==> src/rtl/iqh_pkg.sv <==
// Shared constants and the instruction-kind type for the queue head.
// Assumes the kind field is four bits wide and sits just below the
// interruptible flag, at the top of the instruction field.
package iqh_pkg;

    localparam int KIND_W = 4;

    localparam logic [KIND_W-1:0] CODE_INT    = 4'hC;
    localparam logic [KIND_W-1:0] CODE_MASS   = 4'hD;
    localparam logic [KIND_W-1:0] CODE_CLOG   = 4'hE;
    localparam logic [KIND_W-1:0] CODE_UNCLOG = 4'hF;

    typedef enum logic [2:0] {
        KIND_PLAIN  = 3'd0,
        KIND_INT    = 3'd1,
        KIND_MASS   = 3'd2,
        KIND_CLOG   = 3'd3,
        KIND_UNCLOG = 3'd4
    } kind_e;

endpackage

==> src/rtl/iqh_decode.sv <==
// Turns the kind field of a word into a kind_e value.
// Assumes the caller passes only the kind field. Every unlisted code is
// an ordinary instruction.
module iqh_decode
    import iqh_pkg::*;
(
    input  logic [KIND_W-1:0] kind_field,
    output kind_e             kind
);

    // Map each control code to its kind; everything else is plain.
    always_comb begin
        unique case (kind_field)
            CODE_INT:    kind = KIND_INT;
            CODE_MASS:   kind = KIND_MASS;
            CODE_CLOG:   kind = KIND_CLOG;
            CODE_UNCLOG: kind = KIND_UNCLOG;
            default:     kind = KIND_PLAIN;
        endcase
    end

endmodule

==> src/rtl/iqh_ring.sv <==
// Circular buffer of DEPTH words with push, pop and a flush.
// Assumes the caller never pops when empty and never pushes while full
// unless it pops in the same cycle. Flush beats push and pop.
module iqh_ring #(
    parameter int DEPTH = 4,
    parameter int WIDTH = 37
) (
    input  logic             clk,
    input  logic             rst_n,
    input  logic             push,
    input  logic [WIDTH-1:0] push_word,
    input  logic             pop,
    input  logic             flush,
    output logic [WIDTH-1:0] head_word,
    output logic             full,
    output logic             empty
);

    localparam int PTR_W = (DEPTH > 1) ? $clog2(DEPTH) : 1;
    localparam int CNT_W = $clog2(DEPTH + 1);
    localparam logic [PTR_W-1:0] LAST_PTR = PTR_W'(DEPTH - 1);
    localparam logic [CNT_W-1:0] FULL_CNT = CNT_W'(DEPTH);

    logic [WIDTH-1:0] slots [DEPTH];
    logic [PTR_W-1:0] wr_ptr;
    logic [PTR_W-1:0] rd_ptr;
    logic [CNT_W-1:0] count;

    function automatic logic [PTR_W-1:0] bump(input logic [PTR_W-1:0] p);
        return (p == LAST_PTR) ? '0 : p + PTR_W'(1);
    endfunction

    // Store the pushed word in the tail slot.
    always_ff @(posedge clk) begin
        if (push && !flush) begin
            slots[wr_ptr] <= push_word;
        end
    end

    // Advance the write and read pointers around the ring.
    always_ff @(posedge clk) begin
        if (!rst_n || flush) begin
            wr_ptr <= '0;
            rd_ptr <= '0;
        end else begin
            if (push) wr_ptr <= bump(wr_ptr);
            if (pop)  rd_ptr <= bump(rd_ptr);
        end
    end

    // Track the number of words held.
    always_ff @(posedge clk) begin
        if (!rst_n || flush) begin
            count <= '0;
        end else begin
            unique case ({push, pop})
                2'b10:   count <= count + CNT_W'(1);
                2'b01:   count <= count - CNT_W'(1);
                default: count <= count;
            endcase
        end
    end

    assign head_word = slots[rd_ptr];
    assign full      = (count == FULL_CNT);
    assign empty     = (count == '0);

endmodule

==> src/rtl/iqh_arrival.sv <==
// Arrival register with no buffer in front of it. It decides when a
// parked control word fires against the on-deck stage and when an
// ordinary word (or a clog) moves into the ring.
// Assumes slot_free already accounts for reloop priority and for the pop
// made in the same cycle.
module iqh_arrival
    import iqh_pkg::*;
#(
    parameter int WIDTH  = 37,
    parameter int INSN_W = 26
) (
    input  logic             clk,
    input  logic             rst_n,
    input  logic             in_valid,
    input  logic [WIDTH-1:0] in_word,
    output logic             in_ready,
    input  logic             od_v,
    input  logic             od_im,
    input  logic             od_is_clog,
    input  logic             slot_free,
    output logic             arr_v,
    output logic [WIDTH-1:0] arr_word,
    output kind_e            arr_kind,
    output logic             fire_int,
    output logic             fire_mas,
    output logic             fire_unc,
    output logic             arr_push
);

    localparam int KIND_HI = INSN_W - 2;

    logic armed;
    logic travels;
    logic leave;

    iqh_decode u_arr_dec (
        .kind_field (arr_word[KIND_HI -: KIND_W]),
        .kind       (arr_kind)
    );

    // Decide which action, if any, the held word takes this cycle.
    always_comb begin
        armed    = od_v && !od_is_clog && od_im;
        travels  = (arr_kind == KIND_PLAIN) || (arr_kind == KIND_CLOG);
        fire_int = arr_v && (arr_kind == KIND_INT)    && armed;
        fire_mas = arr_v && (arr_kind == KIND_MASS)   && armed;
        fire_unc = arr_v && (arr_kind == KIND_UNCLOG) && od_is_clog;
        arr_push = arr_v && travels && slot_free;
        leave    = arr_push || fire_int || fire_mas || fire_unc;
        in_ready = !arr_v || leave;
    end

    // Hold or replace the arrival word.
    always_ff @(posedge clk) begin
        if (!rst_n) begin
            arr_v    <= 1'b0;
            arr_word <= '0;
        end else if (in_valid && in_ready) begin
            arr_v    <= 1'b1;
            arr_word <= in_word;
        end else if (leave) begin
            arr_v    <= 1'b0;
        end
    end

endmodule

==> src/rtl/iqh_ondeck.sv <==
// On-deck register that holds the next word for the sequencer.
// Assumes load and clear never both need to win: a load replaces the
// leaving word, and clear only empties the stage.
module iqh_ondeck #(
    parameter int WIDTH = 37
) (
    input  logic             clk,
    input  logic             rst_n,
    input  logic             load,
    input  logic [WIDTH-1:0] load_word,
    input  logic             clear,
    output logic             od_v,
    output logic [WIDTH-1:0] od_word
);

    // Refill from the ring head, or empty after the word leaves.
    always_ff @(posedge clk) begin
        if (!rst_n) begin
            od_v    <= 1'b0;
            od_word <= '0;
        end else if (load) begin
            od_v    <= 1'b1;
            od_word <= load_word;
        end else if (clear) begin
            od_v    <= 1'b0;
        end
    end

endmodule

==> src/rtl/iqh_head.sv <==
// Queue head: arrival register, ring of DEPTH words and on-deck
// register. Handles interrupt, massacre, clog and unclog at the two ends
// of the queue. Assumes the sequencer asserts od_reloop only together
// with od_ready; od_reloop is also read in the cycle an interrupt fires.
module iqh_head
    import iqh_pkg::*;
#(
    parameter int DEPTH  = 4,
    parameter int INSN_W = 26,
    parameter int PATH_W = 11
) (
    input  logic                     clk,
    input  logic                     rst_n,
    input  logic                     in_valid,
    output logic                     in_ready,
    input  logic [PATH_W+INSN_W-1:0] in_word,
    output logic                     od_valid,
    input  logic                     od_ready,
    output logic [PATH_W+INSN_W-1:0] od_word,
    input  logic                     od_reloop,
    output logic                     fifo_full,
    output logic                     fifo_empty
);

    localparam int WORD_W  = PATH_W + INSN_W;
    localparam int IM_BIT  = INSN_W - 1;
    localparam int KIND_HI = INSN_W - 2;

    logic              arr_v_q;
    logic [WORD_W-1:0] arr_word_q;
    kind_e             arr_kind;
    logic              fire_int;
    logic              fire_mas;
    logic              fire_unc;
    logic              arr_push;
    logic              od_v_q;
    logic [WORD_W-1:0] od_word_q;
    kind_e             od_kind;
    logic              od_im;
    logic              od_is_clog;
    logic              od_take;
    logic              od_leave;
    logic              reloop_push;
    logic              ring_pop;
    logic              ring_push;
    logic [WORD_W-1:0] ring_push_word;
    logic [WORD_W-1:0] ring_head;
    logic              ring_full;
    logic              ring_empty;
    logic              slot_free;

    iqh_decode u_od_dec (
        .kind_field (od_word_q[KIND_HI -: KIND_W]),
        .kind       (od_kind)
    );

    // On-deck status and the handshake with the sequencer.
    always_comb begin
        od_im       = od_word_q[IM_BIT];
        od_is_clog  = od_v_q && (od_kind == KIND_CLOG);
        od_valid    = od_v_q && !od_is_clog && !fire_int && !fire_mas;
        od_take     = od_valid && od_ready;
        od_leave    = od_take || fire_int || fire_mas || fire_unc;
        reloop_push = (od_take || fire_int) && od_reloop;
    end

    // Ring traffic: refill on deck, reloop first, then arrivals.
    always_comb begin
        ring_pop       = !ring_empty && (!od_v_q || od_leave) && !fire_mas;
        slot_free      = !reloop_push && (!ring_full || ring_pop);
        ring_push      = reloop_push || arr_push;
        ring_push_word = reloop_push ? od_word_q : arr_word_q;
    end

    iqh_arrival #(
        .WIDTH  (WORD_W),
        .INSN_W (INSN_W)
    ) u_arrival (
        .clk        (clk),
        .rst_n      (rst_n),
        .in_valid   (in_valid),
        .in_word    (in_word),
        .in_ready   (in_ready),
        .od_v       (od_v_q),
        .od_im      (od_im),
        .od_is_clog (od_is_clog),
        .slot_free  (slot_free),
        .arr_v      (arr_v_q),
        .arr_word   (arr_word_q),
        .arr_kind   (arr_kind),
        .fire_int   (fire_int),
        .fire_mas   (fire_mas),
        .fire_unc   (fire_unc),
        .arr_push   (arr_push)
    );

    iqh_ring #(
        .DEPTH (DEPTH),
        .WIDTH (WORD_W)
    ) u_ring (
        .clk       (clk),
        .rst_n     (rst_n),
        .push      (ring_push),
        .push_word (ring_push_word),
        .pop       (ring_pop),
        .flush     (fire_mas),
        .head_word (ring_head),
        .full      (ring_full),
        .empty     (ring_empty)
    );

    iqh_ondeck #(
        .WIDTH (WORD_W)
    ) u_ondeck (
        .clk       (clk),
        .rst_n     (rst_n),
        .load      (ring_pop),
        .load_word (ring_head),
        .clear     (od_leave || fire_mas),
        .od_v      (od_v_q),
        .od_word   (od_word_q)
    );

    assign od_word    = od_word_q;
    assign fifo_full  = ring_full;
    assign fifo_empty = ring_empty;

endmodule

==> config.mk <==
export PLATFORM = sky130hd
export DESIGN_NAME = iqh_head
export DESIGN_NICKNAME = d
export VERILOG_FILES = /design/src/rtl/iqh_pkg.sv /design/src/rtl/iqh_decode.sv /design/src/rtl/iqh_ring.sv /design/src/rtl/iqh_arrival.sv /design/src/rtl/iqh_ondeck.sv /design/src/rtl/iqh_head.sv
export SDC_FILE = /design/constraint.sdc
export NUM_CORES = 1
export LEC_CHECK = 0
export CORE_MARGIN = 2
export CORE_UTILIZATION = 50
export DETAILED_ROUTE_END_ITERATION = 8
export DONT_BUFFER_PORTS = 1
export PLACE_DENSITY = 0.72
export SLEW_MARGIN = 10
export SYNTH_ARGS = -nofsm -noshare
export SYNTH_HDL_FRONTEND = slang
export SYNTH_SLANG_ARGS = --single-unit
==> constraint.sdc <==
create_clock -name clk -period 5 [get_ports clk]
set_clock_uncertainty 0.15 [all_clocks]
set_input_delay 0.25 -clock clk [delete_from_list [all_inputs] [get_ports clk]]
set_output_delay 0.25 -clock clk [all_outputs]
set_load 0.02 [all_outputs]
Word-level counts from Yosys, hierarchy flattened
Memory sizes are Yosys's and may differ from the RTL's. A register that Yosys moved wholly into a read port is not among the register bits.
Cells that the tools add are included.
{"block": "word_totals", "register_bits": 46, "mem_bits_rw": 148, "inputBits": 42, "output_inout_bits": 41, "mem_count": 1}
{"block": "op_classes", "n_addsub": 4, "n_eq_ne": 18, "mux": 12, "n_reduce_logical": 48}
{"memory": "u_ring.slots", "depth": 4, "width": 37, "rd": 1, "rd_clocked_by_memory_dff": 1, "write_ports": 1, "line": "iqh_ring.sv:24", "source": "logic [WIDTH-1:0] slots [DEPTH];"}
{"operator": "37-bit two-way mux", "count": 1}
{"operator": "4-bit == test (second input constant)", "count": 8}
{"operator": "3-bit one-hot mux with 4 select lines", "count": 2}
{"operator": "1-bit logical AND", "count": 20}
{"operator": "1-bit logical OR", "count": 13}
{"operator": "1-bit zero test", "count": 10}
{"operator": "3-bit by 2-bit == test with 1-bit output (second input constant)", "count": 3}
{"operator": "2-bit == test (second input constant)", "count": 3}
{"operator": "3-bit == test (second input constant)", "count": 2}
{"operator": "3-bit zero test", "count": 2}
{"operator": "1-bit two-way mux", "count": 6}
{"operator": "3-bit one-hot mux with 2 select lines", "count": 1}
{"operator": "2-bit nonzero test", "count": 3}
{"operator": "2-bit by 1-bit adder with 2-bit output (second input constant)", "count": 2}
{"operator": "2-bit two-way mux", "count": 2}
{"operator": "3-bit by 1-bit adder with 3-bit output (second input constant)", "count": 1}
{"operator": "3-bit by 1-bit == test with 1-bit output (second input constant)", "count": 1}
{"operator": "3-bit by 1-bit subtractor with 3-bit output (second input constant)", "count": 1}
{"operator": "2-bit by 1-bit == test with 1-bit output (second input constant)", "count": 1}

Longest topological paths before layout
Gate-level depths: netlist of run 1.
{"block": "depth", "depth_word": 27, "mapped_depth": 13}

Hierarchy
From an unflattened synthesis of run 1, not the netlist that was laid out.
{"block": "hier_totals", "cells_unflattened": 611, "area_unflattened_um2": 9600.5}
{"mod": "iqh_ring", "instances": 1, "cells_per_inst": 243, "area_each_um2": 5853.1}
{"mod": "iqh_arrival", "instances": 1, "cells_per_inst": 178, "area_each_um2": 1632.8}
{"mod": "iqh_ondeck", "instances": 1, "cells_per_inst": 122, "area_each_um2": 1441.4}
{"mod": "iqh_head", "instances": 1, "cells_per_inst": 56, "area_each_um2": 618.1}
{"mod": "iqh_decode", "instances": 2, "cells_per_inst": 6, "area_each_um2": 27.5}

Worst setup path before layout of run 1
OpenSTA, ideal clock, no wires.
{"block": "synth_path", "kind": "flip-flop to flip-flop", "from": "reg u_ondeck.od_word[21], read port of u_ring.slots", "to": "mem u_ring.slots[0][0], enable pin", "arrival_time_ns": 3.132, "setup_slack_ns": 1.282, "stages_incl_launch_ff": 7, "n_path_buf": 0, "period_less_slack_ns": 3.718, "cell_sequence": "dfxtp_1 and4b_1 nor4_2 o21ai_0 o21ai_0 a21oi_2 nor2b_1"}
{"block": "synth_via", "elab_chain_cells": 25}
{"item": "from (decl)", "line": "iqh_ondeck.sv:13", "source": "output logic [WIDTH-1:0] od_word"}
{"item": "4-bit == test", "line": "iqh_decode.sv:13", "source": "unique case (kind_field)"}
{"item": "3-bit one-hot mux with 4 select lines (*)", "line": "iqh_decode.sv:13"}
{"item": "3-bit by 2-bit == test with 1-bit output (*)", "line": "iqh_head.sv:60", "source": "od_is_clog = od_v_q && (od_kind == KIND_CLOG);"}
{"item": "1-bit logical AND (*)", "line": "iqh_head.sv:60"}
{"item": "1-bit zero test", "line": "iqh_arrival.sv:43, iqh_head.sv:61"}
{"item": "1-bit logical AND", "line": "iqh_arrival.sv:43, iqh_head.sv:61"}
{"item": "1-bit logical AND", "line": "iqh_arrival.sv:43", "source": "armed = od_v && !od_is_clog && od_im;"}
{"item": "1-bit logical AND", "line": "iqh_arrival.sv:45", "source": "fire_int = arr_v && (arr_kind == KIND_INT) && armed;"}
{"item": "(+8 left out)"}
{"item": "1-bit logical AND (2 in series)", "line": "iqh_head.sv:69", "source": "ring_pop = !ring_empty && (!od_v_q || od_leave) && !fire_mas;"}
{"item": "1-bit logical OR", "line": "iqh_head.sv:70", "source": "slot_free = !reloop_push && (!ring_full || ring_pop);"}
{"item": "1-bit logical AND", "line": "iqh_head.sv:70"}
{"item": "1-bit logical AND", "line": "iqh_arrival.sv:48", "source": "arr_push = arr_v && travels && slot_free;"}
{"item": "1-bit logical OR", "line": "iqh_head.sv:71", "source": "ring_push = reloop_push || arr_push;"}
{"item": "1-bit logical AND (*)", "line": "iqh_ring.sv:35", "source": "if (push && !flush) begin"}
{"item": "1-bit two-way mux (*)", "line": "iqh_ring.sv:35"}
{"item": "1-bit two-way mux (implied by the code) (*)", "line": "iqh_ring.sv:36", "source": "slots[wr_ptr] <= push_word;"}
{"item": "to (decl)", "line": "iqh_ring.sv:24"}
Mark *: on every way between the ends. The rest lies on a longest branch, timed or not.

Worst setup path after layout of run 1
{"block": "layout_path", "from": "reg u_ondeck.od_word[25], read port of u_ring.slots", "to": "reg u_arrival.arr_word[18]"}
{"block": "layout_via", "elab_chain_cells": 20}
{"item": "1-bit logical AND (*)", "line": "iqh_arrival.sv:43"}
{"item": "1-bit logical AND", "line": "iqh_arrival.sv:45"}
{"item": "1-bit zero test", "line": "iqh_head.sv:61", "source": "od_valid = od_v_q && !od_is_clog && !fire_int && !fire_mas;"}
{"item": "1-bit logical AND (2 in series)", "line": "iqh_head.sv:61"}
{"item": "1-bit logical AND", "line": "iqh_head.sv:62", "source": "od_take = od_valid && od_ready;"}
{"item": "1-bit logical OR", "line": "iqh_head.sv:63, iqh_head.sv:64"}
{"item": "1-bit logical OR (2 in series)", "line": "iqh_head.sv:63", "source": "od_leave = od_take || fire_int || fire_mas || fire_unc;"}
{"item": "1-bit logical OR", "line": "iqh_head.sv:69"}
{"item": "1-bit logical AND (2 in series)", "line": "iqh_head.sv:69"}
{"item": "1-bit logical OR", "line": "iqh_head.sv:70"}
{"item": "1-bit logical AND", "line": "iqh_head.sv:70"}
{"item": "1-bit logical AND", "line": "iqh_arrival.sv:48"}
{"item": "1-bit logical OR", "line": "iqh_arrival.sv:49", "source": "leave = arr_push || fire_int || fire_mas || fire_unc;"}
{"item": "1-bit logical OR (*) (2 in series)", "line": "iqh_arrival.sv:49"}
{"item": "1-bit logical OR (*)", "line": "iqh_arrival.sv:50", "source": "in_ready = !arr_v || leave;"}
{"item": "1-bit logical AND (*)", "line": "iqh_arrival.sv:58", "source": "end else if (in_valid && in_ready) begin"}
{"item": "to (signal assigned)", "line": "iqh_arrival.sv:60", "source": "arr_word <= in_word;"}
{"item": "to (decl)", "line": "iqh_arrival.sv:22", "source": "output logic [WIDTH-1:0] arr_word,"}
Marks and branches as above.
A chain may end at the register's enable or synchronous reset.

==> out/metrics.cfg, run 1 <==
[sta]
drv_slew=0
setup_violations=0
worst_hold_slack_ns=0.148
slew_headroom_pct=29.9
setup_tns_ns=0
timing.final.crit_share_pct=74.9
worst_pin_slew_ns=1.05
rsz0062_at_grt=no
max_freq_mhz=267
fin_crit_ns=3.74
hold_violations=0

[floorplanning]
die_area_mm2=0.0197
die_h_um=140
row_count=49
num_io_pins=83
fp.dieW_um=140
initial_core_util_pct=51.4
coreArea_mm2=0.0181

[cts]
numCtsBuffers=24
cts_tree=yes
clk-insertion-delay-late_ns=0.52
htree_num_levels=1
cts_resized=0
clkTransAtPathRegs_ns=0.06
cts_setup_buffers=0
hold_buffers=92
clockBufferDepth=3
clock-root-buffer=clkbuf_16
clkSinkCount=231

[synth]
syn_area_mm2=0.00931
yosysTopAreaCellShare_pct=47.8
ys_top_cells_by_area=edfxtp_1, dfxtp_1, mux4_2
ys_warn_count=0
async_reset_ff_share_pct=0
syn-instance-count=641
synth_cell_types=40
synth.yosys.seq_area_share_pct=65.6
synth-seq-cells=231
synth_edf_count=148
synth_fp_nets=690
yosys.area.top_type=edfxtp_1
avgSynthCellArea_um2=14.5
ys.flop_type=edfxtp_1

[final_layout]
n_antenna_cell=0
syn_to_final_growth_pct=21.8
drive_gt1_share_pct=18.3
final_cells=977
nets=779

[job]
maxCapViolCount=0

[route]
wirelength_um=18600
first_pass_iters=7
drc_errors=0
wl_per_cell_um=19.1
vias=5380
via_per_inst=5.51
antenna_left=0
drt-initial-drc-count=307

[power]
powerDensity_mw_per_mm2=547
ir_worst_vdd_uv=346
p_leak_nw=4.11

[critical_path]
critPathKind=reg2reg
crit_path_end_kind=flip-flop
cp.required_ns=5.30
worstPathArrival_ns=4.04
critPathMaxFanout=39
cp-start-kind=flip-flop

[placed_design]
io_buffer_count=0
gp_congestion=0.844
dp_hpwl_um=9820
dp_cells=841

[status]
status=finished clean

[global_route]
grtUsageTotal_pct=19.4
grt_pass1_wl_um=30200
antenna_found_initial=0
grt_pass1_vias=5698
grt_max_degree=66
globalRouteOverflowTotal=0

[worst_hold_path]
hold_path.class=in2reg

[per-stage QoR]
| step | util, % | area (um2) | power, mW | setup slack, ns |
|---|---|---|---|---|
| 2_1_floorplan | - | 9310 | 3.85 | 1.28 |
| 3_3_place_gp | 52.5 | 9500 | 4.13 | 1.58 |
| 3_5_place_dp | 52.5 | 9500 | 4.19 | 1.42 |
| 4_1_cts | 62.7 | 11300 | 6.26 | 1.34 |
| 5_1_grt | 62.7 | 11300 | 6.50 | 1.03 |
| 6_report | 62.7 | 11300 | 6.20 | 1.26 |
[synthesized netlist by cell type, drive strengths merged, types with 2 or more instances]
master	number
nor2	9
mux2	40
nand3	2
inv	8
a21boi	39
ha	6
buf	18
nand2b	4
nor2b	6
o21ai	5
clkbuf	19
mux2i	37
a21oi	4
nand2	155
edfxtp	148
and3	3
mux4	37
xor2	2
nor3	2
dfxtp	83
[cells in the final DEF, fill, tap and decap left out, types with 2 or more instances in the layout]
cell type and instances:
dlygate4sd3_1 91, dfxtp_2 2, dfxtp_1 81, edfxtp_1 148, bufinv_16 7, nand2b_1 4
mux2_2 39, nor2b_4 4, mux4_2 37, ha_1 6, nor2b_1 2, nor2_1 9
a21boi_1 8, nor3_1 2, a21oi_1 3, o21ai_0 4, xor2_1 2, nand2_1 155
a21boi_0 31, clkbuf_1 6, mux2i_1 37, clkinv_2 3, and3_1 3, nand3_1 2
inv_1 7, buf_4 8, clkbuf_16 24
[final timing paths]
kind,startpoint,slack [ns],cells past startpoint,to
setup / recovery,u_ondeck.od_word[25],1.26,9,u_arrival.arr_word[18]
hold / removal,od_ready,0.15,4,u_ondeck.od_v
setup reg to reg,u_ondeck.od_word[25],1.26,9,u_arrival.arr_word[18]
hold reg to reg,u_arrival.arr_word[29],0.31,2,u_arrival.arr_word[29]
[state kept, by name, summed over array words and instances (netlist names)]
signal,cells
u_ondeck.od_v,1
u_ring.slots,148
u_arrival.arr_v,1
u_ondeck.od_word,37
u_ring.wr_ptr,2
u_ring.rd_ptr,2
u_arrival.arr_word,37
u_ring.count,3
[cells by family after synthesis]
| logic type | count (synthesis) | synth area share (%) |
|---|---|---|
| adder cells (fa/ha/maj) | 7 | 1.02 |
| XOR/XNOR | 3 | 0.282 |
| AND/OR/NAND/NOR | 187 | 8.43 |
| AO/OA/AOI/OAI | 54 | 4.28 |
| buffers and inverters | 45 | 2.55 |
| flip-flops | 231 | 65.6 |
| multiplexers | 114 | 17.8 |
[routing by layer]
metal	global-route usage, %	share of wire, %	routed length, um
met4	5.00	1.8	333
met5	0	0	0
met1	24.7	43	7990
met2	34.0	50	9360
met3	4.07	5.1	951
[area by class of cell]
| cell class | count | area (um2) |
|---|---|---|
| Clock buffer | 31 | 637 |
| Clock inverter | 13 | 254 |
| Fill cell | 1316 | 6750 |
| Inverter | 8 | 30.0 |
| Multi-Input combinational cell | 365 | 3020 |
| Sequential cell | 231 | 6110 |
| Tap cell | 229 | 287 |
| Timing Repair Buffer | 100 | 998 |
[critical path, cell delays in order (launching register included)]
cell	delay [ns]
dfxtp_1	0.53
nand2b_1	0.19
o2111a_1	0.34
o21ai_4	0.14
buf_4	0.52
nand2_1	0.19
o22ai_4	0.13
buf_4	0.59
mux2i_1	0.30
dlygate4sd3_1	0.59
[report_power, final]
part / total, mW / internal, mW / switching [mW]
sequential: 2.87 / 2.45 / 0.418
combinational: 1.35 / 0.599 / 0.746
clock: 1.98 / 1.26 / 0.717
total: 6.20 / 4.32 / 1.88
Power figures use the tool's default switching activity.
==> inputs of run 2 (changes only) <==
--- a/config.mk
+++ b/config.mk
@@ -5,6 +5,7 @@
 export SDC_FILE = /design/constraint.sdc
 export NUM_CORES = 1
 export LEC_CHECK = 0
+export ABC_AREA = 1
 export CORE_MARGIN = 2
 export CORE_UTILIZATION = 50
 export DETAILED_ROUTE_END_ITERATION = 8
==> constraint.sdc (replaced) <==
create_clock -name clk -period 3.82 [get_ports clk]
set_clock_uncertainty 0.15 [all_clocks]
set_input_delay 0.191 -clock clk [delete_from_list [all_inputs] [get_ports clk]]
set_output_delay 0.191 -clock clk [all_outputs]
set_load 0.02 [all_outputs]
==> run 2 against run 1 <==
Net effect:
- cell area decreased by 1.6%
- combinational power increased by 22%
- global-route usage increased by 1.7 points
- non-clock buffer count decreased by 14
- worst hold slack improved by 0.16 ns
- clock power increased by 11%
- core utilization decreased by 2.8 points
- routed wire length increased by 15%
- critical path type unchanged
- via count increased by 24%
- register-to-register slack got worse by 1.1 ns
- synthesized area increased by 1.9%
- sequential share of layout area increased by 0.87 points
==> out/metrics.cfg, run 2 <==
[cts]
clock-root-buffer=clkbuf_16
numCtsBuffers=24
clkTransAtPathRegs_ns=0.06
clockBufferDepth=3
clkSinkCount=231
cts_tree=yes
htree_num_levels=1
clk-insertion-delay-late_ns=0.51

[power]
p_leak_nw=4.20
ir_worst_vdd_uv=456
powerDensity_mw_per_mm2=654
power_mw=7.29

[sta]
fin_crit_ns=3.65
hold_violations=0
max_freq_mhz=274
setup_tns_ns=0
rsz0062_at_grt=no
timing.final.crit_share_pct=95.6
slew_headroom_pct=35.3
worst_hold_slack_ns=0.304
worst_pin_slew_ns=0.971
drv_slew=0
setup_violations=0

[route]
wirelength_um=21500
drc_errors=0
wl_per_cell_um=17.7
drt-initial-drc-count=486
via_per_inst=5.52
first_pass_iters=5
antenna_left=0
vias=6691

[critical_path]
r2r_slack_ns=0.17
worstPathArrival_ns=3.95
cp.required_ns=4.12
r2r-end=u_arrival.arr_word[20]
crit_path_end_kind=flip-flop
cp-start-kind=flip-flop
r2r_cells=10
r2r-start=u_ondeck.od_word[22]
critPathMaxFanout=38
critPathKind=reg2reg

[floorplanning]
coreArea_mm2=0.0186
fp.dieW_um=142
die_h_um=142
num_io_pins=83
row_count=50
die_area_mm2=0.0201
initial_core_util_pct=50.9

[synth]
ys.flop_type=edfxtp_1
ys_top_cells_by_area=edfxtp_1, dfxtp_1, nor2_1
yosysTopAreaCellShare_pct=46.9
synth_edf_count=148
avgSynthCellArea_um2=10.4
synth-seq-cells=231
netlist_top_cells_count=nor2_1, edfxtp_1, o21ai_0
synth_fp_nets=957
async_reset_ff_share_pct=0
ys_warn_count=0
yosysMostFrequentCell=nor2_1
synth_cell_types=29
syn-instance-count=908
synth.yosys.seq_area_share_pct=64.4
syn_area_mm2=0.00949
yosys.area.top_type=edfxtp_1

[worst_hold_path]
min_from=in_valid
min_to=u_arrival.arr_word[20]
hold_path.class=in2reg
hold_path_depth=3

[final_layout]
multi_input_area_mm2=0.00292
drive_gt1_share_pct=11.5
n_antenna_cell=0
seq_area_mm2=0.00611
syn_to_final_growth_pct=17.6
largest_reg_flops=148
reg_top3=u_ring.slots: 148 flops, u_arrival.arr_word: 37 flops, u_ondeck.od_word: 37 flops
mostFrequentLayoutCell=nor2_1
fill_cells=1472
layout_common_cells=nor2_1, edfxtp_1, o21ai_0, dfxtp_1, dlygate4sd3_1
regMostFlops=u_ring.slots
nets=1009

[global_route]
grt_max_degree=77
grt_pass1_vias=6533
grtUsageTotal_pct=21.0
globalRouteOverflowTotal=0
grt_pass1_wl_um=33600
antenna_found_initial=0

[placed_design]
io_buffer_count=0
dp_hpwl_um=11300
gp_congestion=0.858

[status]
status=finished clean

[job]
maxCapViolCount=0

[run 2: repair_timing]
action                                  4_1_cts  5_1_grt
hold buffers                                 72        0
buffers inserted                              0        0
endpoints found under the hold margin        83        0
endpoints found under the setup margin        0        1
resized for setup                             0        2
[run 2: cell type report]
type	count	share of cell area, %
clock inverter	9	0.673
clock buffer	35	5.95
tap	234	2.63
inverter	61	2.05
timing repair buffer	86	7.72
multi-input combinational	556	26.2
sequential	231	54.8
[run 2: cell families (layout without fill, tap and decap cells)]
family                     count (synthesis)  in the layout  share of synthesized area (%)
xor gates and xnor gates                   2              2                          0.185
and+or+nand+nor                          308            309                           13.6
buffers and inverters                    122            191                           5.47
adders and majority gates                  7              7                           1.00
muxes                                     34             34                           4.04
AOI/OAI and AO/OA                        204            204                           11.3
DFF                                      231            231                           64.4
[run 2: report_power, final]
| group | internal, mW | switching [mW] | total [mW] | leakage (nW) |
|---|---|---|---|---|
| clock network | 1.28 | 0.924 | 2.20 | 0.361 |
| logic | 0.532 | 1.12 | 1.65 | 1.77 |
| registers | 3.08 | 0.359 | 3.44 | 2.06 |
[run 2: through the flow]
stage	instances	utilization (%)	worst slack, ns	area (um2)
floorplan	908	-	0.259	9490
global placement	1095	51.7	0.623	9630
detailed placement	1095	51.7	0.544	9630
CTS	1211	59.7	0.0466	11100
global route	1212	59.8	0.00349	11200
finish	1212	59.8	0.170	11200
[run 2: critical path: stages, from the launching register on]
cell and delay (ns):
dfxtp_1 0.56, nand4_1 0.16, nand3_1 0.18, nor2_1 0.11
nor3_2 0.57, nand2_8 0.39, nand3_1 0.18, nand2_1 0.06
dlygate4sd3_1 0.56, nor2_1 0.10, dlygate4sd3_1 0.57
[run 2: how the worst max path moves through the flow]
| stage | startpoint | to | slack, ns |
|---|---|---|---|
| 2_1_floorplan | u_ondeck.od_word[21] | u_ring.slots[0][0] | 0.26 |
| 3_3_place_gp | u_ondeck.od_word[22] | u_ring.count[2] | 0.62 |
| 3_5_place_dp | u_ondeck.od_word[22] | u_ring.count[2] | 0.54 |
| 4_1_cts | u_ondeck.od_word[21] | u_arrival.arr_word[20] | 0.05 |
| 5_1_grt | u_ondeck.od_word[22] | u_arrival.arr_word[20] | 0.003 |
| 6_report | u_ondeck.od_word[22] | u_arrival.arr_word[20] | 0.17 |
[run 2: layer usage]
layer  track usage [%]  vias up  wire length [um]
met3              3.88       41              1270
met2              37.4      196             10700
met4              6.00        0               539
met1              26.4     3231              8950
met5                 0        -                 0
li1                  -     3223                 -
